**config.mk**
```make
export PLATFORM = sky130hd
export DESIGN_NAME = ialu_deferred_flags
export DESIGN_NICKNAME = d
export VERILOG_FILES = /design/src/rtl/ialu_pkg.sv /design/src/rtl/ialu_regfile.sv /design/src/rtl/ialu_exec.sv /design/src/rtl/ialu_flag_reg.sv /design/src/rtl/ialu_branch.sv /design/src/rtl/ialu_deferred_flags.sv
export SDC_FILE = /design/constraint.sdc
export NUM_CORES = 1
export LEC_CHECK = 0
export ABC_CLOCK_PERIOD_IN_PS = 9250
export BUFFER_PORTS_ARGS = -buffer_cell sky130_fd_sc_hd__buf_4
export CORE_MARGIN = 2
export CORE_UTILIZATION = 50
export CTS_BUF_LIST = sky130_fd_sc_hd__clkbuf_4 sky130_fd_sc_hd__clkbuf_8 sky130_fd_sc_hd__clkbuf_16
export DETAILED_ROUTE_END_ITERATION = 10
export PLACE_DENSITY = 0.69
export SKIP_LAST_GASP = 1
export SLEW_MARGIN = 0
export SYNTH_ARGS = -nofsm -noshare
export SYNTH_HDL_FRONTEND = slang
export SYNTH_HIERARCHICAL = 1
export SYNTH_SLANG_ARGS = --single-unit
```
**constraint.sdc**
```tcl
create_clock -name clk -period 9.25 [get_ports clk]
set_input_delay 0 -clock clk [delete_from_list [all_inputs] [get_ports clk]]
set_output_delay 0 -clock clk [all_outputs]
set_load 0.02 [all_outputs]
```
**src/rtl/ialu_pkg.sv**
```systemverilog
package ialu_pkg;
  localparam int DATA_W = 8;
  localparam int OP_W   = 6;
  localparam int RA_W   = 3;
  localparam int IW     = OP_W + 3 * RA_W + DATA_W + 1;
  localparam int SAVE_BIT = 0;
  localparam int IMM_LSB  = 1;
  localparam int RS2_LSB  = IMM_LSB + DATA_W;
  localparam int RS1_LSB  = RS2_LSB + RA_W;
  localparam int RD_LSB   = RS1_LSB + RA_W;
  localparam int OP_LSB   = RD_LSB + RA_W;

  localparam logic [OP_W-1:0] OP_NOP  = 6'b000000;
  localparam logic [OP_W-1:0] OP_ADD  = 6'b000001;
  localparam logic [OP_W-1:0] OP_ADC  = 6'b000010;
  localparam logic [OP_W-1:0] OP_SUB  = 6'b000011;
  localparam logic [OP_W-1:0] OP_SBC  = 6'b000100;
  localparam logic [OP_W-1:0] OP_OR   = 6'b000101;
  localparam logic [OP_W-1:0] OP_AND  = 6'b000110;
  localparam logic [OP_W-1:0] OP_XOR  = 6'b000111;
  localparam logic [OP_W-1:0] OP_NOT  = 6'b001000;
  localparam logic [OP_W-1:0] OP_SHR  = 6'b001001;
  localparam logic [OP_W-1:0] OP_SHL  = 6'b001010;
  localparam logic [OP_W-1:0] OP_ADDI = 6'b001011;
  localparam logic [OP_W-1:0] OP_ANDI = 6'b001100;
  localparam logic [OP_W-1:0] OP_JMP  = 6'b011111;

  typedef struct packed {
    logic eq;
    logic n;
    logic c;
    logic lo;
    logic hi;
    logic lt;
    logic gt;
    logic fz;
    logic fn;
  } flags_t;
endpackage

```
**src/rtl/ialu_regfile.sv**
```systemverilog
module ialu_regfile #(
  parameter int DATA_W   = 8,
  parameter int NREG     = 8,
  parameter int EXT_BASE = 4,
  parameter int EXT_CNT  = 4,
  localparam int AW  = $clog2(NREG),
  localparam int EAW = $clog2(EXT_CNT)
) (
  input  logic              clk,
  input  logic              rst_n,
  input  logic              alu_we,
  input  logic [AW-1:0]     alu_wa,
  input  logic [DATA_W-1:0] alu_wd,
  input  logic              ext_we,
  input  logic [EAW-1:0]    ext_wa,
  input  logic [DATA_W-1:0] ext_wd,
  input  logic [AW-1:0]     ra1,
  input  logic [AW-1:0]     ra2,
  input  logic [AW-1:0]     ra3,
  output logic [DATA_W-1:0] rd1,
  output logic [DATA_W-1:0] rd2,
  output logic [DATA_W-1:0] rd3
);
  logic [NREG-1:0][DATA_W-1:0] regs;

  assign regs[0] = '0;

  for (genvar i = 1; i < NREG; i++) begin : g_reg
    logic [DATA_W-1:0] q;
    logic ext_hit;
    if (i >= EXT_BASE && i < EXT_BASE + EXT_CNT) begin : g_ext
      assign ext_hit = ext_we && ((int'(ext_wa) + EXT_BASE) == i);
    end else begin : g_int
      assign ext_hit = 1'b0;
    end

    always_ff @(posedge clk) begin
      if (!rst_n)                             q <= '0;
      else if (alu_we && alu_wa == AW'(i))    q <= alu_wd;
      else if (ext_hit)                       q <= ext_wd;
    end
    assign regs[i] = q;

    p_alu_wins_r10: assert property (@(posedge clk) disable iff (!rst_n)
      (alu_we && alu_wa == AW'(i)) |=> (q == $past(alu_wd)));
  end

  assign rd1 = regs[ra1];
  assign rd2 = regs[ra2];
  assign rd3 = regs[ra3];
endmodule

```
**src/rtl/ialu_exec.sv**
```systemverilog
module ialu_exec
  import ialu_pkg::*;
#(
  parameter int DATA_W = 8
) (
  input  logic              clk,
  input  logic              rst_n,
  input  logic [OP_W-1:0]   op,
  input  logic [DATA_W-1:0] s1,
  input  logic [DATA_W-1:0] s2,
  input  logic [DATA_W-1:0] imm,
  output logic [DATA_W-1:0] res,
  output logic              we,
  output logic              f_eq,
  output logic              f_n,
  output logic              f_c,
  output logic              f_lo,
  output logic              f_hi,
  output logic              f_lt,
  output logic              f_gt
);
  logic [DATA_W-1:0] b, badd;
  logic              cin, rri;
  logic [DATA_W:0]   sum;

  always_comb begin
    rri = (op == OP_ADDI) || (op == OP_ANDI);
    b   = rri ? imm : s2;
    case (op)
      OP_ADC:  begin badd = b;  cin = 1'b1; end
      OP_SUB:  begin badd = ~b; cin = 1'b1; end
      OP_SBC:  begin badd = ~b; cin = 1'b0; end
      default: begin badd = b;  cin = 1'b0; end
    endcase
    sum = {1'b0, s1} + {1'b0, badd} + {{DATA_W{1'b0}}, cin};

    res = '0;
    f_c = 1'b0;
    we  = 1'b1;
    case (op)
      OP_ADD, OP_ADC, OP_SUB, OP_SBC, OP_ADDI: begin
        res = sum[DATA_W-1:0];
        f_c = sum[DATA_W];
      end
      OP_OR:   res = s1 | b;
      OP_AND, OP_ANDI: res = s1 & b;
      OP_XOR:  res = s1 ^ b;
      OP_NOT:  res = ~s1;
      OP_SHR:  begin res = {1'b0, s1[DATA_W-1:1]}; f_c = s1[0]; end
      OP_SHL:  begin res = {s1[DATA_W-2:0], 1'b0}; f_c = s1[DATA_W-1]; end
      default: we = 1'b0;
    endcase

    f_eq = (s1 == b);
    f_n  = res[DATA_W-1];
    f_lo = (s1 < b);
    f_hi = (s1 > b);
    f_lt = ($signed(s1) < $signed(b));
    f_gt = ($signed(s1) > $signed(b));
  end

  p_eq_excl_r6: assert property (@(posedge clk) disable iff (!rst_n)
    f_eq |-> !(f_lo || f_hi || f_lt || f_gt));

  p_sub_noborrow_r7: assert property (@(posedge clk) disable iff (!rst_n)
    (op == OP_SUB) |-> (f_c == (s1 >= s2)));

  p_nop_quiet_r5: assert property (@(posedge clk) disable iff (!rst_n)
    (op == OP_NOP) |-> !we);
endmodule

```
**src/rtl/ialu_flag_reg.sv**
```systemverilog
module ialu_flag_reg
  import ialu_pkg::*;
(
  input  logic   clk,
  input  logic   rst_n,
  input  logic   load,
  input  flags_t d,
  output flags_t q
);
  always_ff @(posedge clk) begin
    if (!rst_n)    q <= '0;
    else if (load) q <= d;
  end

  p_hold_r8: assert property (@(posedge clk) disable iff (!rst_n)
    !load |=> $stable(q));

  p_load_r9: assert property (@(posedge clk) disable iff (!rst_n)
    load |=> (q.fz == $past(d.fz) && q.fn == $past(d.fn)));
endmodule

```
**src/rtl/ialu_branch.sv**
```systemverilog
module ialu_branch
  import ialu_pkg::*;
(
  input  logic            clk,
  input  logic            rst_n,
  input  logic            valid,
  input  logic [OP_W-1:0] op,
  input  flags_t          f,
  output logic            take
);
  logic cond;

  always_comb begin
    case (op)
      6'b001101: cond = f.eq;
      6'b001110: cond = !f.eq;
      6'b001111: cond = f.n;
      6'b010000: cond = !f.n;
      6'b010001: cond = f.c;
      6'b010010: cond = !f.c;
      6'b010011: cond = f.lo;
      6'b010100: cond = f.lo || f.eq;
      6'b010101: cond = f.hi || f.eq;
      6'b010110: cond = f.hi;
      6'b010111: cond = f.lt;
      6'b011000: cond = f.lt || f.eq;
      6'b011001: cond = f.gt || f.eq;
      6'b011010: cond = f.gt;
      6'b011011: cond = f.fz;
      6'b011100: cond = !f.fz;
      6'b011101: cond = f.fn;
      6'b011110: cond = !f.fn;
      6'b011111: cond = 1'b1;
      default:   cond = 1'b0;
    endcase
    take = valid && cond;
  end

  p_jmp_r11: assert property (@(posedge clk) disable iff (!rst_n)
    (valid && op == OP_JMP) |-> take);

  p_idle_r11: assert property (@(posedge clk) disable iff (!rst_n)
    !valid |-> !take);
endmodule

```
**src/rtl/ialu_deferred_flags.sv**
```systemverilog
module ialu_deferred_flags
  import ialu_pkg::*;
#(
  parameter int DW       = ialu_pkg::DATA_W,
  parameter int NREG     = 8,
  parameter int EXT_BASE = 4,
  parameter int EXT_CNT  = 4,
  localparam int AW  = $clog2(NREG),
  localparam int EAW = $clog2(EXT_CNT),
  localparam int FW  = $bits(flags_t)
) (
  input  logic           clk,
  input  logic           rst_n,
  input  logic           instr_valid,
  input  logic [IW-1:0]  instr,
  input  logic           fpu_zero,
  input  logic           fpu_neg,
  input  logic           ext_we,
  input  logic [EAW-1:0] ext_addr,
  input  logic [DW-1:0]  ext_data,
  input  logic [AW-1:0]  dbg_addr,
  output logic [DW-1:0]  dbg_data,
  output logic [FW-1:0]  flags_q,
  output logic           branch_take
);
  logic [OP_W-1:0] op;
  logic [AW-1:0]   rd_a, rs1_a, rs2_a;
  logic [DW-1:0]   imm, s1, s2, res;
  logic            exe_we;
  flags_t          f_nx, f_q;

  assign op    = instr[OP_LSB +: OP_W];
  assign rd_a  = instr[RD_LSB +: AW];
  assign rs1_a = instr[RS1_LSB +: AW];
  assign rs2_a = instr[RS2_LSB +: AW];
  assign imm   = instr[IMM_LSB +: DW];

  ialu_regfile #(
    .DATA_W(DW), .NREG(NREG), .EXT_BASE(EXT_BASE), .EXT_CNT(EXT_CNT)
  ) u_rf (
    .clk(clk), .rst_n(rst_n),
    .alu_we(instr_valid && exe_we), .alu_wa(rd_a), .alu_wd(res),
    .ext_we(ext_we), .ext_wa(ext_addr), .ext_wd(ext_data),
    .ra1(rs1_a), .ra2(rs2_a), .ra3(dbg_addr),
    .rd1(s1), .rd2(s2), .rd3(dbg_data)
  );

  ialu_exec #(.DATA_W(DW)) u_exec (
    .clk(clk), .rst_n(rst_n),
    .op(op), .s1(s1), .s2(s2), .imm(imm),
    .res(res), .we(exe_we),
    .f_eq(f_nx.eq), .f_n(f_nx.n), .f_c(f_nx.c),
    .f_lo(f_nx.lo), .f_hi(f_nx.hi), .f_lt(f_nx.lt), .f_gt(f_nx.gt)
  );

  assign f_nx.fz = fpu_zero;
  assign f_nx.fn = fpu_neg;

  ialu_flag_reg u_flags (
    .clk(clk), .rst_n(rst_n),
    .load(instr_valid && instr[SAVE_BIT]),
    .d(f_nx), .q(f_q)
  );

  ialu_branch u_br (
    .clk(clk), .rst_n(rst_n),
    .valid(instr_valid), .op(op), .f(f_q), .take(branch_take)
  );

  assign flags_q = f_q;
endmodule

```
==> summary.txt, run 1 <==
Overall via count from detail_route -> 5,663
Fin crit share -> 42.6%
Synth cell types -> 68
MaxCap Viol Count -> 0
GPL Wtd Cong -> 0.932
RSZ-0062 raised after global routing -> false
Total GRT Usage -> 27.8%
Root Buffer -> clkbuf_16
Wire length per cell -> 20.5 um
Area of placed instances -> 6220 sq um
Final min period -> 3.94 ns
Via/cell ratio -> 6.43
Syn nets -> 791
CP Capture Type -> flop
Die ar. -> 12,800 sq um
Pint -> 0.000632 W
Remaining Overflow, GRT -> 0
Async set or reset register ratio after synthesis -> 0%
Yosys top cell area share -> 21.9%
Worst ir drop on vdd -> 115 uV
Final ANT Viol Nets -> 0
I/O pin cnt -> 61
Sink Count -> 65
CP Launch Type -> flop
Mapped Area -> 5950 sq um
Dominant synthesized flop cell -> dfxtp_1
Status -> finished, violations left
IO Port Bufs -> 60
Initial antenna violation count -> 0
Cell area after layout -> 6650 sq um
EDFF count, synth -> 0
DRC viols -> 4
Final Max Tran Viols -> 0
Post-CTS Setup Inserts -> 0
Combinational share of power -> 24.1%
Flop pwr share -> 33.2%
Fill cell count -> 1,029
Sequential fraction of the synthesis area -> 21.9%
Post-synth top cells -> nand2_1, mux2i_1, dfxtp_1
WL final -> 18,000 um
Hold Slack -> 0.0850 ns
Clock power frac -> 42.6%
Die span in y -> 113 um
CTS Buf Count -> 9
Initial DRC count -> 676
CTS tree -> yes
1st-pass router iterations -> 8
Post-Route Utilization -> 57.8%
Most frequent cell after synthesis -> nand2_1
Switching Fraction -> 29.8%
Longest Clk Path Bufs -> 2
Worst-path clk slew -> 0.05 ns
Nets -> 811
Lkg Pwr -> 2.66 nW
Failing checks -> design-rule violations
CP Class -> reg -> reg
First-pass GRT wire length -> 28,300 um
Hold WC Path Type -> in -> reg
Cell taking the most area after synthesis -> dfxtp_1
Actual slew at the worst max-slew pin -> 1.07 ns
CP Data Required Time -> 9.43 ns
Die W -> 113 um
Clock latency on the worst-skew pair -> 0.34 ns
Setup TNS -> 0 ns
Syn-to-layout area delta -> 11.8%
Mapped Cells -> 713
Initial core utilization -> 51.7%
PD cells -> 135 nW/um^2
Arr. time, crit path -> 4.12 ns
Clock H-tree levels -> 3
Core Box Area -> 11,500 sq um
YS warnings -> 6
Final Hold Fails -> 0
Psw -> 0.000268 W
Worst-path maximum fanout -> 7
Layout cells sized above 1 -> 16.0%
Largest net degree at the start of global routing -> 66
Slew HR -> 28.5%
Fmax -> 0.254 GHz
# diodes -> 0
# rows -> 39
Final Setup Violations -> 0
Synth area leaders -> dfxtp_1, mux2i_1, a221oi_1
Post-synthesis register bit count -> 65
Detail Placement HPWL -> 13,200 um
Mean Syn Cell Area -> 8.34 sq um
Vias in the first global route -> 5,226
Final Skew -> 0.00909 ns
[logic make-up after synthesis]
family | Yosys count | synth area share, %
buf+inv | 88 | 7.84
fa+ha+maj | 35 | 7.61
mux | 110 | 19.1
simple gates | 207 | 17.9
flops | 65 | 21.9
xor+xnor | 14 | 2.06
compound gates | 194 | 23.6
[what timing repair did]
action                                 4_1_cts  5_1_grt
hold buffers                                10        0
gates resized for setup                      0        0
endpoints found under the hold margin       34        0
setup endpoints to repair                    0        0
[cell type report]
class | count | area (sq um) | area share (%)
Clock buffer | 12 | 260 | 3.91
Tap cell | 143 | 179 | 2.69
Timing Repair Buffer | 71 | 558 | 8.39
Clock inverter | 4 | 75.1 | 1.13
Sequential cell | 65 | 1300 | 19.6
Multi-Input combinational cell | 560 | 4180 | 62.9
Inverter | 26 | 97.6 | 1.47
[final timing paths]
check	start	endpoint	slack [ns]	cells after the start
min reg2reg	u_rf/g_reg[3].q[6]$_SDFFE_PN0P_	u_rf/g_reg[3].q[6]$_SDFFE_PN0P_	0.51	2
max	u_rf/g_reg[5].q[0]$_SDFFE_PN0P_	u_rf/g_reg[4].q[6]$_SDFFE_PN0P_	5.31	14
max reg2reg	u_rf/g_reg[5].q[0]$_SDFFE_PN0P_	u_rf/g_reg[4].q[6]$_SDFFE_PN0P_	5.31	14
min	ext_addr[0]	u_rf/g_reg[4].q[3]$_SDFFE_PN0P_	0.08	4
[per-stage QoR]
step	total power (W)	setup WS, ns	std cells
after global routing	0.000932	5.11	881
after floorplan	0.000455	5.87	713
final	0.000900	5.31	881
after detailed placement	0.000514	5.21	855
after CTS	0.000898	5.37	881
after global placement	0.000508	5.37	855
[power by group through the flow]
stage	combinational [W]	clock, W	sequential [W]
2_1_floorplan	0.000152	0	0.000303
3_3_place_gp	0.000205	0	0.000304
3_5_place_dp	0.000210	0	0.000304
4_1_cts	0.000214	0.000387	0.000298
5_1_grt	0.000237	0.000396	0.000300
6_report	0.000217	0.000384	0.000299
[layout by cell type (no fill, tap or decap), types with 3 or more instances in the layout]
cell and instances:
nand2_1 105, mux2i_1 84, dfxtp_1 65, buf_4 61, a221oi_1 54, o21ai_0 51, nor2b_1 35, a31oi_1 33
ha_1 33, inv_1 26, mux2_2 26, nor2_1 18, xor2_1 11, dlygate4sd3_1 10, clkbuf_16 9, o211ai_1 9
a21boi_0 8, a21oi_1 7, nand3_1 5, nand2b_1 5, and2_1 4, a221o_1 4, nand3b_1 3, nor4_1 3
nor3_1 3, a211oi_1 3, xnor2_1 3, nand4b_1 3
[layer usage]
metal	share of wire [%]	track usage [%]	vias up
li1	-	-	2678
met1	44	37.8	2702
met2	47	45.3	255
met3	7.2	4.71	28
met4	1.6	8.29	0
met5	0	0	-
[critical path, cell delays in order (launching register included)]
cell	delay (ns)
dfxtp_1	0.34
mux2_2	0.28
a221oi_1	0.25
a221oi_1	0.10
mux2i_1	0.31
xor2_1	0.14
fa_1	0.46
fa_1	0.44
a211oi_1	0.32
o21bai_1	0.15
a21oi_1	0.20
xnor2_1	0.08
a221o_1	0.41
o21ai_0	0.21
a31oi_1	0.07
[flip-flops by register name (all words and copies together) (netlist names)]
name	cells
u_rf/g.q	56
u_flags/q	9
Power figures use the tool's default switching activity.
==> inputs of run 2 (changes only) <==
- ABC_CLOCK_PERIOD_IN_PS: 9250 -> 4070
- clock period: 9.25 -> 4.07 ns (I/O delays scaled with it)
==> run 2 against run 1 <==
- the run still ends with design-rule violations left
- final area is 1.5% higher
- final cell count is 2.3% higher
- clock power is 90% higher
- count of clock-buffer cells in the layout stayed put
- largest power group unchanged
- critical endpoint is now u_rf/g_reg[5].q[6]$_SDFFE_PN0P_
- sequential share of layout area is 0.30 points lower
- utilization is 0.89 points higher
- total power is 110% higher
- worst setup slack worse by 5.1 ns
- critical path depth stayed put
- first-iteration DRC count is 2.8% higher
- wire length is 2.6% higher
==> summary.txt, run 2 (synthesis results as in run 1) <==
Initial antenna violation count -> 0
Layer with the highest usage -> met2
Overall Power -> 0.00193 W
Syn-to-layout area delta -> 13.5%
Detail Placement HPWL -> 13,700 um
Actual slew at the worst max-slew pin -> 0.961 ns
Die W -> 113 um
Hold Slack -> 0.0757 ns
Overall via count from detail_route -> 5,754
Reg with most FFs -> u_rf/g.q
Die ar. -> 12,800 sq um
CP Data Required Time -> 4.25 ns
Post-Route Utilization -> 58.7%
Wire length per cell -> 20.5 um
Worst-path maximum fanout -> 7
# diodes -> 0
Max FFs per register -> 56
Final min period -> 3.81 ns
Commonest non-fill, non-tap cell in the layout -> nand2_1
Commonest non-fill, non-tap cells in the layout -> nand2_1, mux2i_1, buf_4
Final Skew -> 0.00829 ns
WL final -> 18,500 um
Status -> finished, violations left
Nets -> 831
Initial DRC count -> 695
Remaining Overflow, GRT -> 0
Final ANT Viol Nets -> 0
Switching Fraction -> 31.8%
Fmax -> 0.262 GHz
Global-route met3 utilization -> 3.96%
CTS tree -> yes
RSZ-0062 raised after global routing -> false
Psw -> 0.000614 W
Flop pwr share -> 35.2%
I/O pin cnt -> 61
Die span in y -> 113 um
Setup TNS -> 0 ns
PD cells -> 286 nW/um^2
MaxCap Viol Count -> 0
Longest Clk Path Bufs -> 2
CP Class -> reg -> reg
Largest net degree at the start of global routing -> 66
Initial core utilization -> 51.7%
Fin crit share -> 93.7%
Slew HR -> 35.8%
Vias in the first global route -> 5,580
FF+latch area -> 1300 sq um
Combinational share of power -> 27.1%
Fill cell count -> 1,060
Pint -> 0.00132 W
Total GRT Usage -> 29.0%
Worst-path clk slew -> 0.06 ns
CP Capture Type -> flop
Final Max Tran Viols -> 0
Area of placed instances -> 6360 sq um
Arr. time, crit path -> 3.99 ns
Final Setup Violations -> 0
Clock H-tree levels -> 3
IO Port Bufs -> 60
Final Hold Fails -> 0
Grt met1 use -> 38.8%
Worst ir drop on vdd -> 284 uV
Clock power frac -> 37.8%
Lkg Pwr -> 2.74 nW
# rows -> 39
Sink Count -> 65
Cell area after layout -> 6760 sq um
Failing checks -> design-rule violations
CP Launch Type -> flop
Core Box Area -> 11,500 sq um
Largest regs -> u_rf/g.q x56, u_flags/q x9
DRC viols -> 4
Layout cells sized above 1 -> 18.3%
CTS Buf Count -> 9
Met2 Usage GRT -> 48.9%
GPL Wtd Cong -> 0.920
Clock latency on the worst-skew pair -> 0.34 ns
First-pass GRT wire length -> 29,500 um
1st-pass router iterations -> 9
Root Buffer -> clkbuf_16
Multi-input gate area -> 4190 sq um
Hold WC Path Type -> in -> reg
Via/cell ratio -> 6.39
-- run 2: layout make-up --
cell class	count	area share [%]
well taps	143	2.65
clock inverters	4	0.426
repair buffers	91	10.5
clock buffers	12	3.76
inverters	26	1.44
multi-input cells	560	62.0
flip-flops and latches	65	19.3
-- run 2: power groups by stage --
stage / clock network (W) / registers [W] / logic [W]
final: 0.000730 / 0.000679 / 0.000523
after global routing: 0.000767 / 0.000680 / 0.000569
after CTS: 0.000737 / 0.000678 / 0.000511
after detailed placement: 0 / 0.000691 / 0.000501
after global placement: 0 / 0.000690 / 0.000482
after floorplan: 0 / 0.000688 / 0.000346
-- run 2: path summary, 6_finish.rpt --
path | cells past startpoint | slack (ns) | end | from
worst min register to register | 2 | 0.50 | u_rf/g_reg[3].q[1]$_SDFFE_PN0P_ | u_rf/g_reg[3].q[1]$_SDFFE_PN0P_
worst max-delay path | 14 | 0.26 | u_rf/g_reg[5].q[6]$_SDFFE_PN0P_ | u_rf/g_reg[5].q[0]$_SDFFE_PN0P_
worst max register to register | 14 | 0.26 | u_rf/g_reg[5].q[6]$_SDFFE_PN0P_ | u_rf/g_reg[5].q[0]$_SDFFE_PN0P_
worst min-delay path | 4 | 0.08 | u_rf/g_reg[4].q[3]$_SDFFE_PN0P_ | ext_addr[1]
-- run 2: metal layers --
| layer | vias up | share of wire [%] |
|---|---|---|
| met2 | 226 | 49 |
| li1 | 2710 | - |
| met5 | - | 0 |
| met1 | 2786 | 44 |
| met3 | 32 | 5.8 |
| met4 | 0 | 1.8 |
-- run 2: metrics by stage --
step                worst slack (ns)  std cells
finish                         0.256        901
global route                  0.0240        901
CTS                            0.211        900
detailed placement             0.236        874
global placement               0.364        874
floorplan                      0.688        713
-- run 2: timing repair --
action / 4_1_cts / 5_1_grt
setup endpoints to repair: 0 / 3
hold endpoints to repair: 34 / 0
setup buffers: 0 / 1
gates resized for setup: 0 / 1
hold buffers: 10 / 0
-- run 2: critical path, cell delays in order, from the launching register on --
cell and delay [ns]:
dfxtp_1 0.34, mux2_2 0.27, a221oi_1 0.26, a221oi_1 0.10, mux2i_1 0.26, xor2_1 0.15
fa_1 0.44, fa_1 0.45, a211oi_2 0.24, o21bai_1 0.13, a21oi_1 0.20, xnor2_1 0.08
a221o_1 0.41, o21ai_0 0.23, a31oi_1 0.08
